[config.mk]
export PLATFORM = sky130hd
export DESIGN_NAME = sdclk_src_seq
export DESIGN_NICKNAME = d
export VERILOG_FILES = /design/src/rtl/sdclk_src_seq.sv
export SDC_FILE = /design/constraint.sdc
export NUM_CORES = 1
export LEC_CHECK = 0
export BUFFER_PORTS_ARGS = -buffer_cell sky130_fd_sc_hd__buf_2
export CORE_AREA = 2 2 73 47
export CTS_CLUSTER_DIAMETER = 80
export CTS_CLUSTER_SIZE = 12
export DETAILED_ROUTE_END_ITERATION = 12
export DIE_AREA = 0 0 75 49
export PLACE_DENSITY_LB_ADDON = 0.3
export REMOVE_ABC_BUFFERS = 1
export SETUP_SLACK_MARGIN = 0.4
export SYNTH_ARGS = -nofsm -noshare
export SYNTH_HDL_FRONTEND = slang
export SYNTH_SLANG_ARGS = --single-unit
[constraint.sdc]
create_clock -name clk -period 4.03 [get_ports clk]
set_input_delay 1.0075 -clock clk [delete_from_list [all_inputs] [get_ports clk]]
set_output_delay 1.0075 -clock clk [all_outputs]
set_load 0.02 [all_outputs]
[src/rtl/sdclk_src_seq.sv]
module sdclk_src_seq #(
  parameter int HOLD = 8
) (
  input  logic        clk,
  input  logic        rst_n,
  input  logic        wr_en,
  input  logic [31:0] wr_data,
  output logic [31:0] rd_data,
  output logic [1:0]  sel0,
  output logic [1:0]  sel1
);
  localparam int CW = (HOLD < 2) ? 1 : $clog2(HOLD + 1);

  logic [3:0] sel_v;
  logic [3:0] tgt_v;
  logic [1:0] busy_v;
  logic [1:0] bad;
  logic       err;

  for (genvar c = 0; c < 2; c++) begin : g_ch
    logic [1:0]    cur, tgt, m, d, nxt;
    logic [CW-1:0] cnt;
    logic          busy, hop;

    assign m   = wr_data[16 + 4*c +: 2];
    assign d   = wr_data[4*c +: 2];
    assign nxt = (tgt & ~m) | (d & m);
    assign bad[c] = wr_en && (m != 2'b00) && (nxt == 2'b00);
    assign hop = ((cur ^ tgt) == 2'b11) && (cur != 2'b00) && (tgt != 2'b00);

    always_ff @(posedge clk) begin
      if (!rst_n) begin
        cur  <= 2'b01;
        tgt  <= 2'b01;
        busy <= 1'b0;
        cnt  <= '0;
      end else begin
        if (wr_en && (m != 2'b00) && (nxt != 2'b00)) tgt <= nxt;
        else if (tgt == 2'b00) tgt <= 2'b01;

        if (cur == 2'b00) begin
          cur  <= 2'b01;
          busy <= 1'b0;
        end else if (busy) begin
          if (cnt == '0) begin
            cur  <= (tgt == 2'b00) ? 2'b01 : tgt;
            busy <= 1'b0;
          end else begin
            cnt <= cnt - 1'b1;
          end
        end else if ((tgt != cur) && (tgt != 2'b00)) begin
          if (hop) begin
            cur  <= 2'b11;
            busy <= 1'b1;
            cnt  <= CW'(HOLD - 1);
          end else begin
            cur <= tgt;
          end
        end
      end
    end

    assign sel_v[2*c +: 2] = cur;
    assign tgt_v[2*c +: 2] = tgt;
    assign busy_v[c]       = busy;
  end

  always_ff @(posedge clk) begin
    if (!rst_n)                                   err <= 1'b0;
    else if (|bad)                                err <= 1'b1;
    else if (wr_en && wr_data[12] && wr_data[28]) err <= 1'b0;
  end

  assign sel0    = sel_v[1:0];
  assign sel1    = sel_v[3:2];
  assign rd_data = {16'h0000, 3'b000, err, 2'b00, busy_v, 2'b00, tgt_v[3:2], 2'b00, tgt_v[1:0]};
endmodule

==> impl_metrics.env, run 1 <==
export IMPL_required_ns=3.02
export IMPL_r2r_end="g_ch[1].cnt[1]"
export IMPL_synthCells=173
export IMPL_htreeDepth=1
export IMPL_pre_cts_slack_ns=2.04
export IMPL_grt_max_degree=13
export IMPL_finalSetupViolations=0
export IMPL_ant_nets=0
export IMPL_grt_first_pass_wirelength_um=4350
export IMPL_regToRegStartpoint="g_ch[1].cnt[0]"
export IMPL_fmax_mhz=480
export IMPL_diodes=0
export IMPL_rsz0062_at_grt="no"
export IMPL_whs_ns=0.461
export IMPL_tns_ns=0
export IMPL_worstSkewPairLatency_ns=0.26
export IMPL_rows=16
export IMPL_initialDrtViolationCount=48
export IMPL_clk_pin_slew_ns=0.07
export IMPL_synth_compound_area_share=0.230
export IMPL_drive_above_1_share=0.193
export IMPL_core_area_sq_mm=0.00306
export IMPL_ctsResizeCount=0
export IMPL_drv_slew=0
export IMPL_min_delay_path_class="reg2reg"
export IMPL_place_congestion=0.805
export IMPL_initial_utilization=0.462
export IMPL_io_buffers=23
export IMPL_via_per_inst=5.05
export IMPL_skew_ns=0.00481
export IMPL_slowest_stage="dfxtp_1"
export IMPL_synth_simple_gate_area_frac=0.249
export IMPL_clk_path_buf_depth=2
export IMPL_synth_area_sq_mm=0.00142
export IMPL_grt_overflow=0
export IMPL_power_frac_seq=0.495
export IMPL_r2r_setup_slack_ns=2.49
export IMPL_grt_usage=0.152
export IMPL_cts_setup_buffers=0
export IMPL_max_stage_delay_ns=0.57
export IMPL_finalHoldViolCount=0
export IMPL_die_area_sq_mm=0.00368
export IMPL_cts_num_sinks=19
export IMPL_min_path_cells=2
export IMPL_first_pass_iters=4
export IMPL_drc_errors=0
export IMPL_cp_max_fo=11
export IMPL_cts_buffers=3
export IMPL_nets=225
export IMPL_synth_area_mux_share=0.0212
export IMPL_cts_root_buf="clkbuf_8"
export IMPL_status="finished, final reports clean"
export IMPL_ys_warn_count=0
export IMPL_critPathLaunchType="flop"
export IMPL_synth_fa_ha_area_frac=0.0177
export IMPL_swShare=0.303
export IMPL_ios=71
export IMPL_vdd_drop_max_v=0.000151
export IMPL_synth_top_family_by_area="simple AND/OR/NAND/NOR gates"
export IMPL_dp_hpwl_um=1980
export IMPL_fin_util=0.476
export IMPL_syn_area_per_cell_sq_um=8.18
export IMPL_ff2ff_path_depth=6
export IMPL_hold_end="err"
export IMPL_synthTopCellsByArea="dfxtp_1, buf_4, a21oi_1, o21ai_0, nand2_1"
export IMPL_synth_top_area_frac=0.269
export IMPL_period_needed_ns=2.09
export IMPL_final_cell_mix="conb_1, buf_2, dfxtp_1, nand2_1, a21oi_1"
export IMPL_worstSetupPathType="reg2out"
export IMPL_cp_arrival_ns=1.08
export IMPL_antenna_found_initial=0
export IMPL_yosysTopAreaCell="dfxtp_1"
export IMPL_via_count=1171
export IMPL_endpoint_kind="output port"
export IMPL_ys_ff_latch=19
export IMPL_critPathBufInv=1
export IMPL_ys_seq_area_frac=0.269
export IMPL_power_switching_w=0.000124
export IMPL_p_per_area_mw_per_mm2=281
export IMPL_hp_start="err"
export IMPL_maxCapViolCount=0
export IMPL_period_share=0.517
export IMPL_first_global_vias=956
export IMPL_finalWirelength_um=2750
export IMPL_synth_edf_count=0
export IMPL_fp_dieW_um=75
export IMPL_p_leak_nw=0.599
export IMPL_syn_to_final_growth_pct=3.09
export IMPL_synthArstFlopShare=0
export IMPL_ctsHoldBuffers=0
export IMPL_routedWlPerCell_um=11.9
export IMPL_intPower_w=0.000286
export IMPL_mostFrequentLayoutCell="conb_1"
export IMPL_design_power_total_w=0.000410
export IMPL_path_delay_family="flip-flops"
export IMPL_synth_cell_types=48
export IMPL_yosys_area_share_xor_xnor=0.00619
export IMPL_critical_path_cell_chain="buf_2"
export IMPL_fin_ws_ns=1.94
export IMPL_die_height_um=49
export IMPL_cts_tree="built"
export IMPL_synth_ff_type="dfxtp_1"
export IMPL_clock_power_share=0.332
export IMPL_pwr_share_comb=0.173
## state kept, by name, indices dropped and copies added (netlist names)
register	cells
err	1
sel0	2
g_ch.cnt	8
g_ch.busy	2
sel1	2
g_ch.tgt	4
## cells in the mapped netlist, drive strengths merged, types with 2 or more instances
library cell	instances
buf	36
dfxtp	19
a21oi	13
nand2	13
o21ai	13
nor2	9
inv	7
a31oi	5
nand2b	4
nor3	4
and2	3
and4bb	3
mux2i	3
nand3	3
nand4bb	3
nor2b	3
nor4	3
a21o	2
a221oi	2
ha	2
nand3b	2
nor3b	2
o311ai	2
## per-layer routing
| metal | up-vias | track usage | part of all wire |
|---|---|---|---|
| li1 | 597 | - | - |
| met1 | 530 | 0.211 | 0.50 |
| met2 | 39 | 0.225 | 0.41 |
| met3 | 5 | 0.0496 | 0.074 |
| met4 | 0 | 0.0387 | 0.0098 |
| met5 | - | 0 | 0 |
## cell families (layout without fill, tap and decap cells)
| family | after synthesis | count (layout) |
|---|---|---|
| simple gates | 55 | 55 |
| compound gates | 48 | 48 |
| buf+inv | 44 | 34 |
| flops | 19 | 19 |
| mux | 3 | 3 |
| fa+ha+maj | 2 | 2 |
| other cells | 1 | 25 |
| xor+xnor | 1 | 1 |
## power by group through the flow
stage	logic [W]	registers, W	clock network (W)
6_report	0.0000707	0.000203	0.000136
5_1_grt	0.0000777	0.000204	0.000150
4_1_cts	0.0000701	0.000202	0.000141
3_5_place_dp	0.0000697	0.000207	0
3_3_place_gp	0.0000683	0.000206	0
2_1_floorplan	0.0000466	0.000209	0
## layout make-up
type	count	area (sq um)
fillers	306	1600
inverters	7	26.3
well taps	45	56.3
clock buffers	4	45.0
repair buffers	23	115
multi-input cells	134	836
flip-flops and latches	19	380
## worst max-delay path by stage
stage,startpoint,endpoint,depth (start not counted),slack [ns]
floorplan,rst_n,g_ch[1].tgt[1],3,2.41
global placement,rst_n,g_ch[1].tgt[1],4,2.06
detailed placement,rst_n,g_ch[1].tgt[1],4,2.04
CTS,g_ch[1].busy,rd_data[9],1,1.93
global route,sel0[0],sel0[0],1,1.88
finish,g_ch[1].busy,rd_data[9],1,1.94
## stage by stage
stage,instance area (sq um),std cells
after global placement,1410,228
after floorplan,1240,160
after CTS,1460,232
final,1460,232
after global routing,1460,232
after detailed placement,1410,228
No activity file was read; power rests on OpenSTA's default activity.
==> inputs of run 2 (changes only) <==
--- a/config.mk
+++ b/config.mk
@@ -6,11 +6,11 @@
 export NUM_CORES = 1
 export LEC_CHECK = 0
 export BUFFER_PORTS_ARGS = -buffer_cell sky130_fd_sc_hd__buf_2
-export CORE_AREA = 2 2 73 47
+export CORE_AREA = 2 2 75 48
 export CTS_CLUSTER_DIAMETER = 80
 export CTS_CLUSTER_SIZE = 12
 export DETAILED_ROUTE_END_ITERATION = 12
-export DIE_AREA = 0 0 75 49
+export DIE_AREA = 0 0 77 50
 export PLACE_DENSITY_LB_ADDON = 0.3
 export REMOVE_ABC_BUFFERS = 1
 export SETUP_SLACK_MARGIN = 0.4
==> constraint.sdc (replaced) <==
create_clock -name clk -period 2.15 [get_ports clk]
set_input_delay 0.5375 -clock clk [delete_from_list [all_inputs] [get_ports clk]]
set_output_delay 0.5375 -clock clk [all_outputs]
set_load 0.02 [all_outputs]
==> run 2 against run 1 <==
Compared with the run above: sequential power rose by 87%; clock skew rose by 0.0027 ns; combinational power rose by 88%; via count rose by 0.60%; sequential share of layout area barely moved; clock power rose by 87%; highest routed layer unchanged.
==> impl_metrics.env, run 2 (same netlist as run 1, synthesis figures left out) <==
export IMPL_status="finished, final reports clean"
export IMPL_via_count=1178
export IMPL_drv_slew=0
export IMPL_fp_dieW_um=77
export IMPL_initialDrtViolationCount=38
export IMPL_swShare=0.306
export IMPL_fmax_mhz=619
export IMPL_clk_pin_slew_ns=0.08
export IMPL_endpoint_kind="output port"
export IMPL_p_per_area_mw_per_mm2=525
export IMPL_p_leak_nw=0.602
export IMPL_die_area_sq_mm=0.00385
export IMPL_finalWirelength_um=2840
export IMPL_ctsHoldBuffers=0
export IMPL_period_needed_ns=1.62
export IMPL_r2r_setup_slack_ns=0.61
export IMPL_routedWlPerCell_um=12.2
export IMPL_cts_num_sinks=19
export IMPL_worstSetupPathType="reg2out"
export IMPL_clock_power_share=0.330
export IMPL_ctsResizeCount=0
export IMPL_io_buffers=23
export IMPL_ff2ff_path_depth=6
export IMPL_place_congestion=0.814
export IMPL_tns_ns=0
export IMPL_rsz0062_at_grt="no"
export IMPL_crit_path_end="rd_data[9]"
export IMPL_max_stage_delay_ns=0.57
export IMPL_drive_above_1_share=0.198
export IMPL_cp_arrival_ns=1.08
export IMPL_worstSkewPairLatency_ns=0.26
export IMPL_antenna_found_initial=0
export IMPL_power_switching_w=0.000235
export IMPL_top_regs="g_ch.cnt x8, g_ch.tgt x4"
export IMPL_cp_max_fo=11
export IMPL_largest_reg_flops=8
export IMPL_required_ns=1.61
export IMPL_grt_overflow=0
export IMPL_grt_usage=0.160
export IMPL_clk_path_buf_depth=2
export IMPL_crit_start="g_ch[1].busy"
export IMPL_cts_setup_buffers=0
export IMPL_initial_utilization=0.447
export IMPL_finalSetupViolations=0
export IMPL_slowest_stage="dfxtp_1"
export IMPL_intPower_w=0.000532
export IMPL_core_area_sq_mm=0.00316
export IMPL_path_depth=1
export IMPL_final_cell_mix="conb_1, buf_2, dfxtp_1, nand2_1, a21oi_1"
export IMPL_place_inst=228
export IMPL_power_frac_seq=0.496
export IMPL_maxCapViolCount=0
export IMPL_mostFrequentLayoutCell="conb_1"
export IMPL_via_per_inst=5.08
export IMPL_pwr_share_comb=0.174
export IMPL_cts_buffers=3
export IMPL_vdd_drop_max_v=0.000234
export IMPL_min_delay_path_class="reg2reg"
export IMPL_grt_max_degree=13
export IMPL_first_global_vias=1117
export IMPL_finalHoldViolCount=0
export IMPL_path_delay_family="flip-flops"
export IMPL_htreeDepth=1
export IMPL_largest_register="g_ch.cnt"
export IMPL_skew_ns=0.00755
export IMPL_pre_cts_slack_ns=0.638
export IMPL_syn_to_final_growth_pct=3.18
export IMPL_critical_path_cell_chain="buf_2"
export IMPL_ios=71
export IMPL_period_share=0.752
export IMPL_die_height_um=50
export IMPL_regToRegStartpoint="g_ch[1].cnt[0]"
export IMPL_whs_ns=0.471
export IMPL_drc_errors=0
export IMPL_cts_tree="built"
export IMPL_fin_ws_ns=0.534
export IMPL_diodes=0
export IMPL_nets=225
export IMPL_cts_root_buf="clkbuf_8"
export IMPL_critPathLaunchType="flop"
export IMPL_grt_first_pass_wirelength_um=4930
export IMPL_rows=16
export IMPL_first_pass_iters=4
export IMPL_dp_hpwl_um=2130
export IMPL_critPathBufInv=1
export IMPL_r2r_end="g_ch[1].cnt[1]"
export IMPL_ant_nets=0
export IMPL_final_cells=232
-- run 2: cell types whose count changed in the layout (fill, tap and decap cells not counted) --
cell,change
clkbuf_1,-1
clkinv_2,+1
-- run 2: tightest hold or removal path: cells and delay by family, from the launching register on --
| kind | cells | cell delay [ns] |
|---|---|---|
| flip-flops | 1 | 0.32 |
| AND/OR/NAND/NOR | 1 | 0.06 |
| AO/OA/AOI/OAI | 1 | 0.05 |
-- run 2: metrics by stage --
stage               instance area (sq um)  utilization  power [W]
floorplan                            1240            -   0.000480
finish                               1460        0.462   0.000767
detailed placement                   1410        0.447   0.000521
global route                         1460        0.462   0.000815
global placement                     1410        0.447   0.000515
CTS                                  1460        0.462   0.000775
-- run 2: how the worst min path moves through the flow --
stage | to | from | cells after the start
5_1_grt | err | err | 2
2_1_floorplan | g_ch[0].cnt[0] | g_ch[0].cnt[0] | 1
3_3_place_gp | err | err | 2
6_report | err | err | 2
4_1_cts | err | err | 2
3_5_place_dp | err | err | 2
-- run 2: per-layer routing --
metal  vias up  GRT usage  wire [um]
met4         0     0.0417         14
met1       543      0.193       1360
li1        596          -          -
met2        37      0.282       1300
met5         -          0          0
met3         2     0.0440        162
-- run 2: layout make-up --
class | count | area [sq um]
well taps | 45 | 56.3
repair buffers | 23 | 115
multi-input cells | 134 | 836
clock buffers | 3 | 41.3
flip-flops and latches | 19 | 380
fillers | 323 | 1700
clock inverters | 1 | 5.00
inverters | 7 | 26.3
-- run 2: power groups by stage --
stage | clock network, W | registers (W) | logic [W]
2_1_floorplan | 0 | 0.000393 | 0.0000874
3_3_place_gp | 0 | 0.000387 | 0.000128
3_5_place_dp | 0 | 0.000388 | 0.000132
4_1_cts | 0.000262 | 0.000380 | 0.000132
5_1_grt | 0.000284 | 0.000384 | 0.000146
6_report | 0.000254 | 0.000380 | 0.000133
==> inputs of run 3 (changes only) <==
--- a/config.mk
+++ b/config.mk
@@ -5,12 +5,13 @@
 export SDC_FILE = /design/constraint.sdc
 export NUM_CORES = 1
 export LEC_CHECK = 0
+export ABC_AREA = 1
 export BUFFER_PORTS_ARGS = -buffer_cell sky130_fd_sc_hd__buf_2
-export CORE_AREA = 2 2 75 48
+export CORE_AREA = 2 2 78 50
 export CTS_CLUSTER_DIAMETER = 80
 export CTS_CLUSTER_SIZE = 12
 export DETAILED_ROUTE_END_ITERATION = 12
-export DIE_AREA = 0 0 77 50
+export DIE_AREA = 0 0 80 52
 export PLACE_DENSITY_LB_ADDON = 0.3
 export REMOVE_ABC_BUFFERS = 1
 export SETUP_SLACK_MARGIN = 0.4
==> constraint.sdc (replaced) <==
create_clock -name clk -period 1.4 [get_ports clk]
set_input_delay 0.35 -clock clk [delete_from_list [all_inputs] [get_ports clk]]
set_output_delay 0.35 -clock clk [all_outputs]
set_load 0.02 [all_outputs]
==> run 3 against run 2 <==
Compared with the run above: register-to-register slack worse by 0.44 ns; largest cell class unchanged; setup slack worse by 0.37 ns; routed wire length increased by 16%; clock skew rose by 0.0031 ns.
==> impl_metrics.env, run 3 <==
export IMPL_clk_path_buf_depth=2
export IMPL_r2r_setup_slack_ns=0.17
export IMPL_use_met1=0.217
export IMPL_finalSetupViolations=0
export IMPL_final_cells=308
export IMPL_via_per_inst=4.48
export IMPL_first_pass_iters=4
export IMPL_io_buffers=23
export IMPL_vdd_drop_max_v=0.000626
export IMPL_regToRegStartpoint="sel1[0]"
export IMPL_die_height_um=52
export IMPL_rsz0062_at_grt="yes"
export IMPL_diodes=0
export IMPL_status="finished, final reports clean"
export IMPL_die_area_sq_mm=0.00416
export IMPL_cts_buffers=3
export IMPL_htreeDepth=1
export IMPL_ys_top_cells_by_count="nand2_1, buf_4, nor2_1, dfxtp_1, inv_1"
export IMPL_rows=17
export IMPL_cp_max_fo=7
export IMPL_drc_errors=0
export IMPL_tns_ns=0
export IMPL_synth_edf_count=0
export IMPL_min_path_cells=5
export IMPL_hp_start="wr_data[0]"
export IMPL_hold_end="g_ch[0].tgt[0]"
export IMPL_cp_arrival_ns=1.38
export IMPL_synthArstFlopShare=0
export IMPL_antenna_found_initial=0
export IMPL_whs_ns=0.438
export IMPL_yosysTopAreaCell="dfxtp_1"
export IMPL_routedWlPerCell_um=10.7
export IMPL_place_inst=287
export IMPL_drv_slew=0
export IMPL_synthTopCellsByArea="dfxtp_1, buf_4, nand2_1, nor2_1, inv_1"
export IMPL_skew_ns=0.0106
export IMPL_synth_top_area_frac=0.277
export IMPL_via_count=1381
export IMPL_endpoint_kind="flop"
export IMPL_ys_seq_area_frac=0.277
export IMPL_design_area_sq_mm=0.00196
export IMPL_mostFrequentLayoutCell="nand2_1"
export IMPL_synth_area_sq_mm=0.00137
export IMPL_place_congestion=0.830
export IMPL_nets=299
export IMPL_period_share=0.880
export IMPL_p_per_area_mw_per_mm2=1320
export IMPL_cts_tree="built"
export IMPL_grt_usage=0.149
export IMPL_initialDrtViolationCount=40
export IMPL_worstSkewPairLatency_ns=0.26
export IMPL_largest_reg_flops=8
export IMPL_grt_busiest_layer="met2"
export IMPL_finalWirelength_um=3300
export IMPL_met2_usage=0.229
export IMPL_ff2ff_path_depth=9
export IMPL_ant_nets=0
export IMPL_r2r_end="g_ch[1].cnt[1]"
export IMPL_synth_ff_type="dfxtp_1"
export IMPL_drive_above_1_share=0.498
export IMPL_yosys_cell_count_top_type="nand2_1"
export IMPL_synth_cell_types=23
export IMPL_finalHoldViolCount=0
export IMPL_core_area_sq_mm=0.00349
export IMPL_use_met3=0.0347
export IMPL_clk_pin_slew_ns=0.08
export IMPL_critPathLaunchType="flop"
export IMPL_cts_root_buf="clkbuf_8"
export IMPL_crit_start="sel1[0]"
export IMPL_fmax_mhz=811
export IMPL_ys_ff_latch=19
export IMPL_first_global_vias=1147
export IMPL_initial_utilization=0.393
export IMPL_dp_hpwl_um=2170
export IMPL_syn_to_final_growth_pct=42.9
export IMPL_syn_area_per_cell_sq_um=6.41
export IMPL_maxCapViolCount=0
export IMPL_placed_cell_area_sq_mm=0.00148
export IMPL_min_delay_path_class="in2reg"
export IMPL_grt_max_degree=12
export IMPL_synthCells=214
export IMPL_required_ns=1.55
export IMPL_top_regs="g_ch.cnt x8, g_ch.tgt x4"
export IMPL_ios=71
export IMPL_final_cell_mix="nand2_1, conb_1, nor2_1, nand2_2, buf_4"
export IMPL_ys_warn_count=0
export IMPL_grt_first_pass_wirelength_um=4940
export IMPL_grt_overflow=0
export IMPL_largest_register="g_ch.cnt"
export IMPL_worstSetupPathType="reg2reg"
export IMPL_period_needed_ns=1.23
export IMPL_fp_dieW_um=80
export IMPL_cts_num_sinks=19
export IMPL_p_leak_nw=0.939
-- run 3: what timing repair did --
action / CTS / global route
hold buffers: 0 / 0
endpoints found under the setup margin: 30 / 30
pin swaps: 20 / 27
setup buffers: 9 / 8
resized for setup: 82 / 25
-- run 3: how the worst max path moves through the flow --
stage                           to  slack, ns  cells after the start
floorplan           g_ch[0].cnt[3]       0.13                      9
global placement    g_ch[1].cnt[0]       0.13                      9
detailed placement  g_ch[0].cnt[3]       0.11                      8
CTS                 g_ch[1].cnt[1]       0.19                      8
global route        g_ch[1].cnt[0]       0.07                      8
finish              g_ch[1].cnt[1]       0.17                      9
-- run 3: per-layer routing --
layer,part of all wire,vias to the layer above
met5,0,-
met4,0.0039,0
met3,0.058,2
met2,0.45,40
met1,0.49,614
li1,-,725
-- run 3: worst max-delay path, stage by stage, from the launching register on --
cell and delay (ns):
dfxtp_4 0.39, inv_4 0.04, nand2_2 0.06, nand2_1 0.06, nor2_1 0.13, nand2_2 0.11
nand2_4 0.12, nand2_2 0.07, nand2_2 0.08, a21oi_2 0.05
-- run 3: power by group --
| group | leakage [nW] | switching [W] | total (W) | internal [W] |
|---|---|---|---|---|
| registers | 0.160 | 0.000112 | 0.000769 | 0.000657 |
| logic | 0.753 | 0.000813 | 0.00143 | 0.000617 |
| clock network | 0.0255 | 0.000191 | 0.000389 | 0.000198 |
| total | 0.939 | 0.00112 | 0.00259 | 0.00147 |
-- run 3: through the flow --
stage / total power (W) / utilization / setup WS (ns)
after floorplan: 0.00147 / - / 0.133
after detailed placement: 0.00172 / 0.425 / 0.111
final: 0.00259 / 0.562 / 0.168
after global placement: 0.00171 / 0.425 / 0.126
after CTS: 0.00245 / 0.520 / 0.188
after global routing: 0.00279 / 0.562 / 0.0746
-- run 3: cell families after synthesis --
| logic type | after synthesis | share of synthesized area |
|---|---|---|
| AOI/OAI and AO/OA | 27 | 0.112 |
| other | 1 | 0.00273 |
| and+or+nand+nor | 110 | 0.358 |
| DFF | 19 | 0.277 |
| adders and majority gates | 2 | 0.0182 |
| buffers and inverters | 54 | 0.225 |
| xor gates and xnor gates | 1 | 0.00638 |
-- run 3: final cells by class --
class,instances,area (sq um)
fillers,352,1530
multi-input cells,165,946
flip-flops and latches,19,417
repair buffers,48,390
inverters,25,104
well taps,47,58.8
clock buffers,3,41.3
clock inverters,1,5.00
